`config.mk`:
```
export PLATFORM = sky130hd
export DESIGN_NAME = pwm_meter
export DESIGN_NICKNAME = d
export VERILOG_FILES = /design/src/rtl/pwm_meter_pkg.sv /design/src/rtl/pwm_meter_sync.sv /design/src/rtl/pwm_meter_timebase.sv /design/src/rtl/pwm_meter.sv
export SDC_FILE = /design/constraint.sdc
export NUM_CORES = 1
export LEC_CHECK = 0
export ABC_AREA = 0
export ABC_CLOCK_PERIOD_IN_PS = 13950
export BUFFER_PORTS_ARGS = -buffer_cell sky130_fd_sc_hd__buf_2
export CAP_MARGIN = 20
export CELL_PAD_IN_SITES_DETAIL_PLACEMENT = 1
export CELL_PAD_IN_SITES_GLOBAL_PLACEMENT = 1
export CORE_MARGIN = 1
export CORE_UTILIZATION = 30
export DETAILED_ROUTE_END_ITERATION = 12
export PLACE_DENSITY = 0.57
export SYNTH_ARGS = -nofsm -noshare
export SYNTH_HDL_FRONTEND = slang
export SYNTH_SLANG_ARGS = --single-unit
```
`constraint.sdc`:
```
create_clock -name clk -period 13.95 [get_ports clk]
set_input_delay 1.395 -clock clk [delete_from_list [all_inputs] [get_ports clk]]
set_output_delay 1.395 -clock clk [all_outputs]
set_load 0.01 [all_outputs]
```
`src/rtl/pwm_meter_pkg.sv`:
```
package pwm_meter_pkg;
  typedef enum logic [1:0] {
    ST_IDLE   = 2'd0,
    ST_SEARCH = 2'd1,
    ST_RUN    = 2'd2
  } meter_state_e;
endpackage

```
`src/rtl/pwm_meter_sync.sv`:
```
// Two-flop synchroniser followed by an edge detector on the synced level.
module pwm_meter_sync (
  input  logic clk,
  input  logic rst_n,
  input  logic din,
  output logic rise,
  output logic fall
);
  logic meta_q, sync_q, prev_q;

  always_ff @(posedge clk or negedge rst_n) begin
    if (!rst_n) begin
      meta_q <= 1'b0;
      sync_q <= 1'b0;
      prev_q <= 1'b0;
    end else begin
      meta_q <= din;
      sync_q <= meta_q;
      prev_q <= sync_q;
    end
  end

  assign rise = sync_q & ~prev_q;
  assign fall = ~sync_q & prev_q;
endmodule

```
`src/rtl/pwm_meter_timebase.sv`:
```
// Prescaled up-counter, counting 0 .. max_reload-1 and then back to 0.
module pwm_meter_timebase #(
  parameter int CNT_W = 8,
  parameter int PSC_W = 4
) (
  input  logic             clk,
  input  logic             rst_n,
  input  logic             clear,
  input  logic             enable,
  input  logic [PSC_W-1:0] psc,
  input  logic [CNT_W-1:0] max_reload,
  output logic [CNT_W-1:0] cnt,
  output logic             tick
);
  logic [PSC_W-1:0] div_q;

  assign tick = enable && (div_q == psc);

  always_ff @(posedge clk or negedge rst_n) begin
    if (!rst_n) begin
      div_q <= '0;
      cnt   <= '0;
    end else if (clear) begin
      div_q <= '0;
      cnt   <= '0;
    end else if (enable) begin
      if (tick) begin
        div_q <= '0;
        cnt   <= (cnt == max_reload - CNT_W'(1)) ? '0 : cnt + CNT_W'(1);
      end else begin
        div_q <= div_q + PSC_W'(1);
      end
    end
  end
endmodule

```
`src/rtl/pwm_meter.sv`:
```
module pwm_meter
  import pwm_meter_pkg::*;
#(
  parameter int CNT_W    = 8,
  parameter int WIN_W    = 16,
  parameter int PSC_W    = 4,
  parameter int NUM_CH   = 2,
  parameter int SNAP_DLY = 3   // clocks from rising edge to snapshot copy, >= 2
) (
  input  logic             clk,
  input  logic             rst_n,
  input  logic             start_i,
  input  logic             out_active_i,
  input  logic             sel_i,
  input  logic             pin0_i,
  input  logic             pin1_i,
  input  logic [CNT_W-1:0] max_reload_i,
  input  logic [WIN_W-1:0] window_i,
  output logic             busy_o,
  output logic             running_o,
  output logic             done_o,
  output logic             timeout_o,
  output logic [PSC_W-1:0] psc_o,
  output logic [CNT_W-1:0] period_o,
  output logic [CNT_W-1:0] duty_o
);
  localparam int ACC_W = ((CNT_W + PSC_W) > WIN_W ? (CNT_W + PSC_W) : WIN_W) + 1;
  localparam int TO_W  = CNT_W + 1;
  localparam logic [PSC_W-1:0] PSC_MAX = '1;

  // Modular difference from first to later on a counter of modulus m
  function automatic logic [CNT_W-1:0] wrap_diff(input logic [CNT_W-1:0] first,
                                                 input logic [CNT_W-1:0] later,
                                                 input logic [CNT_W-1:0] m);
    return (later >= first) ? later - first : (m - first) + later;
  endfunction

  // Race fix: subtract the period from a duty that overran it
  function automatic logic [CNT_W-1:0] fix_duty(input logic [CNT_W-1:0] raw,
                                                input logic [CNT_W-1:0] per);
    return (raw > per) ? raw - per : raw;
  endfunction

  meter_state_e     state_q;
  logic [PSC_W-1:0] psc_q;
  logic [ACC_W-1:0] acc_q;
  logic [TO_W-1:0]  tout_q;
  logic             nsnap_q;
  logic [CNT_W-1:0] first_a_q, cap_a_q, cap_b;
  logic [CNT_W-1:0] period_q, duty_q;
  logic             done_q, tmo_q, busy_q;
  logic [SNAP_DLY-1:0] snap_sr;

  // Internal events brought out as named wires
  logic             pin_sel_w, rise_w, fall_w, tick_w, snap_ev_w, run_w;
  logic [CNT_W-1:0] cnt_w, per_w, dut_w;
  logic [ACC_W-1:0] m_ext, win_ext;
  logic [TO_W-1:0]  tout_lim;

  assign pin_sel_w = sel_i ? pin1_i : pin0_i;
  assign run_w     = (state_q == ST_RUN);
  assign m_ext     = ACC_W'(max_reload_i);
  assign win_ext   = ACC_W'(window_i);
  assign tout_lim  = {max_reload_i, 1'b0} - TO_W'(1);
  assign snap_ev_w = snap_sr[SNAP_DLY-1];

  pwm_meter_sync u_sync (
    .clk  (clk),
    .rst_n(rst_n),
    .din  (pin_sel_w),
    .rise (rise_w),
    .fall (fall_w)
  );

  pwm_meter_timebase #(.CNT_W(CNT_W), .PSC_W(PSC_W)) u_tb (
    .clk       (clk),
    .rst_n     (rst_n),
    .clear     (!run_w),
    .enable    (run_w),
    .psc       (psc_q),
    .max_reload(max_reload_i),
    .cnt       (cnt_w),
    .tick      (tick_w)
  );

  // Capture channel on rising edges, delayed snapshot strobe
  always_ff @(posedge clk or negedge rst_n) begin
    if (!rst_n) begin
      cap_a_q <= '0;
      snap_sr <= '0;
    end else if (!run_w) begin
      snap_sr <= '0;
    end else begin
      if (rise_w) cap_a_q <= cnt_w;
      snap_sr <= {snap_sr[SNAP_DLY-2:0], rise_w};
    end
  end

  // Falling-edge capture channel only when two channels exist
  generate
    if (NUM_CH > 1) begin : g_dual
      logic [CNT_W-1:0] cap_b_q;
      always_ff @(posedge clk or negedge rst_n) begin
        if (!rst_n)                cap_b_q <= '0;
        else if (run_w && fall_w)  cap_b_q <= cnt_w;
      end
      assign cap_b = cap_b_q;
      assign dut_w = fix_duty(wrap_diff(first_a_q, cap_b, max_reload_i), per_w);
    end else begin : g_single
      assign cap_b = '0;
      assign dut_w = '0;
    end
  endgenerate

  assign per_w = wrap_diff(first_a_q, cap_a_q, max_reload_i);

  always_ff @(posedge clk or negedge rst_n) begin
    if (!rst_n) begin
      state_q   <= ST_IDLE;
      psc_q     <= '0;
      acc_q     <= '0;
      tout_q    <= '0;
      nsnap_q   <= 1'b0;
      first_a_q <= '0;
      period_q  <= '0;
      duty_q    <= '0;
      done_q    <= 1'b0;
      tmo_q     <= 1'b0;
      busy_q    <= 1'b0;
    end else begin
      done_q <= 1'b0;
      tmo_q  <= 1'b0;
      busy_q <= 1'b0;
      case (state_q)
        ST_IDLE: begin
          if (start_i) begin
            if (out_active_i) begin
              busy_q <= 1'b1;
            end else begin
              state_q <= ST_SEARCH;
              psc_q   <= '0;
              acc_q   <= m_ext;
            end
          end
        end
        ST_SEARCH: begin
          if (win_ext > acc_q && psc_q != PSC_MAX) begin
            psc_q <= psc_q + PSC_W'(1);
            acc_q <= acc_q + m_ext;
          end else begin
            state_q <= ST_RUN;
            nsnap_q <= 1'b0;
            tout_q  <= '0;
          end
        end
        ST_RUN: begin
          if (snap_ev_w && nsnap_q) begin
            period_q <= per_w;
            duty_q   <= dut_w;
            done_q   <= 1'b1;
            state_q  <= ST_IDLE;
          end else begin
            if (snap_ev_w) begin
              first_a_q <= cap_a_q;
              nsnap_q   <= 1'b1;
            end
            if (tick_w) begin
              if (tout_q == tout_lim) begin
                tmo_q   <= 1'b1;
                state_q <= ST_IDLE;
              end else begin
                tout_q <= tout_q + TO_W'(1);
              end
            end
          end
        end
        default: state_q <= ST_IDLE;
      endcase
    end
  end

  assign busy_o    = busy_q;
  assign running_o = (state_q != ST_IDLE);
  assign done_o    = done_q;
  assign timeout_o = tmo_q;
  assign psc_o     = psc_q;
  assign period_o  = period_q;
  assign duty_o    = duty_q;
endmodule

```
==> results.md <==
* Status: complete, no violations
* Number of port buffers at 54
* Setup TNS Final at 0 ps
* Synth area leaders: dfrtp_1 (33%), ha_1 (13%), o21ai_0 (6.1%), xnor2_1 (4.9%), nand2_1 (4.2%)
* Leakage at 3.69 nW
* Crit path DAT at 6010 ps
* Total routed wirelength at 20000 microns
* Sequential area share after synthesis at 0.331
* Post-CTS setup buffers at 0
* Crit. End Element: register
* Layout area overhead at 13.1%
* Vias in the first global route at 5961
* Die height at 156 microns
* Initial Util at 0.310
* Crit path max-delay family: compound AO/OA/AOI/OAI gates
* Clock latency on the worst-skew pair at 350 ps
* Placer's final routability congestion estimate at 0.807
* Post-synth top area share at 0.331
* Via count at 5879
* CORE AREA at 22900 sq um
* # clock sinks at 94
* Slew @ Worst Pin at 878 ps
* DR WL/cell at 17.0 microns
* Hold Path Sink: u_sync.sync_q
* Worst hold stages at 0
* Clk_skew at 8.48 ps
* Max-cap check violation count at 0
* CTS Root Cell: clkbuf_16
* Avg Vias per Cell at 4.99
* Setup CP Type: primary input to register
* Cts hold-fix bufs at 0
* Peak supply drop at 154 uV
* Routed Antenna Nets at 0
* CP startpoint: max_reload_i[0]
* Buf+Inv Stages, Crit Path at 3
* Reg clk slew, reported paths at 70 ps
* Fillers at 2714
* R2R setup slack at 8990 ps
* All-Layer GR Usage at 0.176
* Congestion Overflow GR at 0
* Drt pass-1 iters at 4
* Worst r2r dst: duty_o[0]
* Crit-path cells: buf_2, inv_1, ha_1, inv_1, fa_1, a21o_1, a21oi_1, xnor2_1, ha_1, and3_1, a221o_1, o41ai_1, xor2_1, xnor2_1, o21ai_0, ha_1, nand4_1, o22a_1, o31a_1, nor2_1, and3b_1, a211oi_1
* Prevailing post-synth register cell: dfrtp_1
* H-tree level count at 3
* Design Power at 1.32 mW
* Area leader, netlist: dfrtp_1
* Clock Tree Buf Depth at 2
* Maximum clock rate at 174 MHz
* Most numerous cell in the Yosys netlist: dfrtp_1
* Synth warn at 0
* CTS Buf Count at 9
* Fin. max-slew vios at 0
* I/O Pins at 55
* Most common library cells after synthesis: dfrtp_1 (94), o21ai_0 (87), nand2_1 (79)
* CP startpoint kind: primary input
* Final Hold Viols at 0
* Final Setup Violations at 0
* R2R Path Start: first_a_q[0]
* Post-Synthesis Cell Area at 7110 sq um
* Largest net degree at the start of global routing at 59
* Count of unique library cells instantiated by Yosys at 58
* Critical Path RT at 14210 ps
* Final core occ at 0.351
* Post-synth ARST share at 1.00
* Post-Syn Nets at 918
* CTS tree: yes
* Final critical-path share of the clock period at 0.412
* Minimum clock period at 5750 ps
* Die area at 24300 sq um
* DRT iter0 DRCs at 235
* Max stage delay cell, worst path: o31a_1
* Hold Path Class: register to register
* Post-Synthesis Cells at 804
* RSZ-0062 raised after global routing: false
* First-pass GRT wire length at 33300 microns
* Slew headroom at 0.415
* Synthesis-stage register bit count at 94
* Hpwl dp at 15900 microns
* Share of cells above drive strength 1 at 0.133
* CP most frequent cell: ha_1
* Final nets at 973
* CP max FO at 12
* HP Start: u_sync.meta_q
* Initial antenna violation count at 0
* Cts repair resizes at 0
* Die Width at 156 microns
* Post-synth EDFFs at 0
* Max incr delay on CP at 470 ps
* Reg2Reg Depth at 20
* Power Dens Cells at 164 nW/um^2
* Synth Area per Inst at 8.85 sq um
* DR DRC count at 0
* # rows at 55
[worst max-delay path by stage]
stage	to	cells past startpoint	slack (ps)
after detailed placement	duty_o[0]	21	7750
final	duty_o[7]	22	8200
after global placement	duty_o[0]	21	7880
after global routing	duty_o[7]	22	7850
after floorplan	duty_o[7]	21	8490
after CTS	duty_o[7]	22	8130
[per-stage QoR]
step                std cells  worst slack (ps)  hold WS [ps]  cell area, sq um
finish                   1178              8200           379              8040
CTS                      1176              8130           385              8030
global route             1177              7850           400              8040
global placement         1160              7880           364              7750
detailed placement       1160              7750           360              7750
floorplan                 804              8490           331              7110
[logic make-up after synthesis]
family          Yosys count  share of synthesized area
fa+ha+maj                83                      0.153
xor+xnor                 66                     0.0813
mux                      23                     0.0352
simple gates            252                      0.178
flops                    94                      0.331
buf+inv                  76                     0.0433
compound gates          210                      0.178
[sequential cells by signal, indices dropped and copies added (netlist names)]
signal,cells
timeout_o,1
done_o,1
cap_b,8
busy_o,1
state_q,2
u_sync.prev_q,1
first_a_q,8
nsnap_q,1
tout_q,9
period_o,8
u_sync.meta_q,1
u_tb.cnt,8
acc_q,17
snap_sr,3
u_sync.sync_q,1
cap_a_q,8
duty_o,8
psc_o,4
u_tb.div_q,4
[power breakdown]
| part | switching (mW) | leakage (nW) | internal, mW |
|---|---|---|---|
| Clock | 0.114 | 0.135 | 0.126 |
| Combinational | 0.429 | 2.35 | 0.302 |
| Sequential | 0.0404 | 1.21 | 0.305 |
| Total | 0.583 | 3.69 | 0.733 |
[worst register-to-register path, stage by stage (launching register included)]
cell	delay, ps
dfrtp_1	470
ha_1	190
inv_1	60
fa_1	400
a21o_1	170
a21oi_1	210
o21ai_0	210
a31oi_1	280
o21ai_1	120
buf_4	200
a21oi_1	320
ha_1	230
inv_1	50
fa_1	390
a21oi_1	240
o211ai_1	120
a21oi_1	240
nor2b_1	80
o31a_1	420
mux2_2	340
o21ai_0	140
[cell usage in the layout (no fill, tap or decap), types with 4 or more instances in the layout]
master / n
nor3_1: 15
a21o_1: 14
dfrtp_1: 94
nor3b_1: 5
nand4_1: 7
or3_2: 5
xnor2_1: 40
xor2_1: 26
nand3_1: 25
nor4_1: 7
and3_1: 15
o31ai_1: 5
buf_2: 53
o21ai_0: 86
nor2_1: 40
or2_2: 7
mux2i_1: 7
ha_1: 76
a211oi_1: 4
clkbuf_16: 9
nand2_1: 79
and4_1: 4
buf_4: 10
inv_1: 57
a31oi_1: 8
o21bai_1: 5
nand2b_1: 10
o211ai_1: 4
nor2b_1: 17
fa_1: 7
mux2_2: 16
a21oi_1: 51
and2_1: 7
[layout make-up]
class	count	area, sq um	area share
clock buffers	11	243	0.0302
flip-flops and latches	94	2350	0.293
clock inverters	5	35.0	0.00436
repair buffers	63	340	0.0423
inverters	57	214	0.0266
diodes	1	2.50	0.000311
well taps	313	392	0.0487
multi-input cells	634	4460	0.555
[metal layers]
metal  up-vias  routed length (microns)  global-route usage
met5         -                        0                   0
li1       2953                        -                   -
met4         0                      209              0.0448
met3        11                      565              0.0186
met1      2856                    10800               0.269
met2        59                     8470               0.261
No activity file was read; power rests on OpenSTA's default activity.
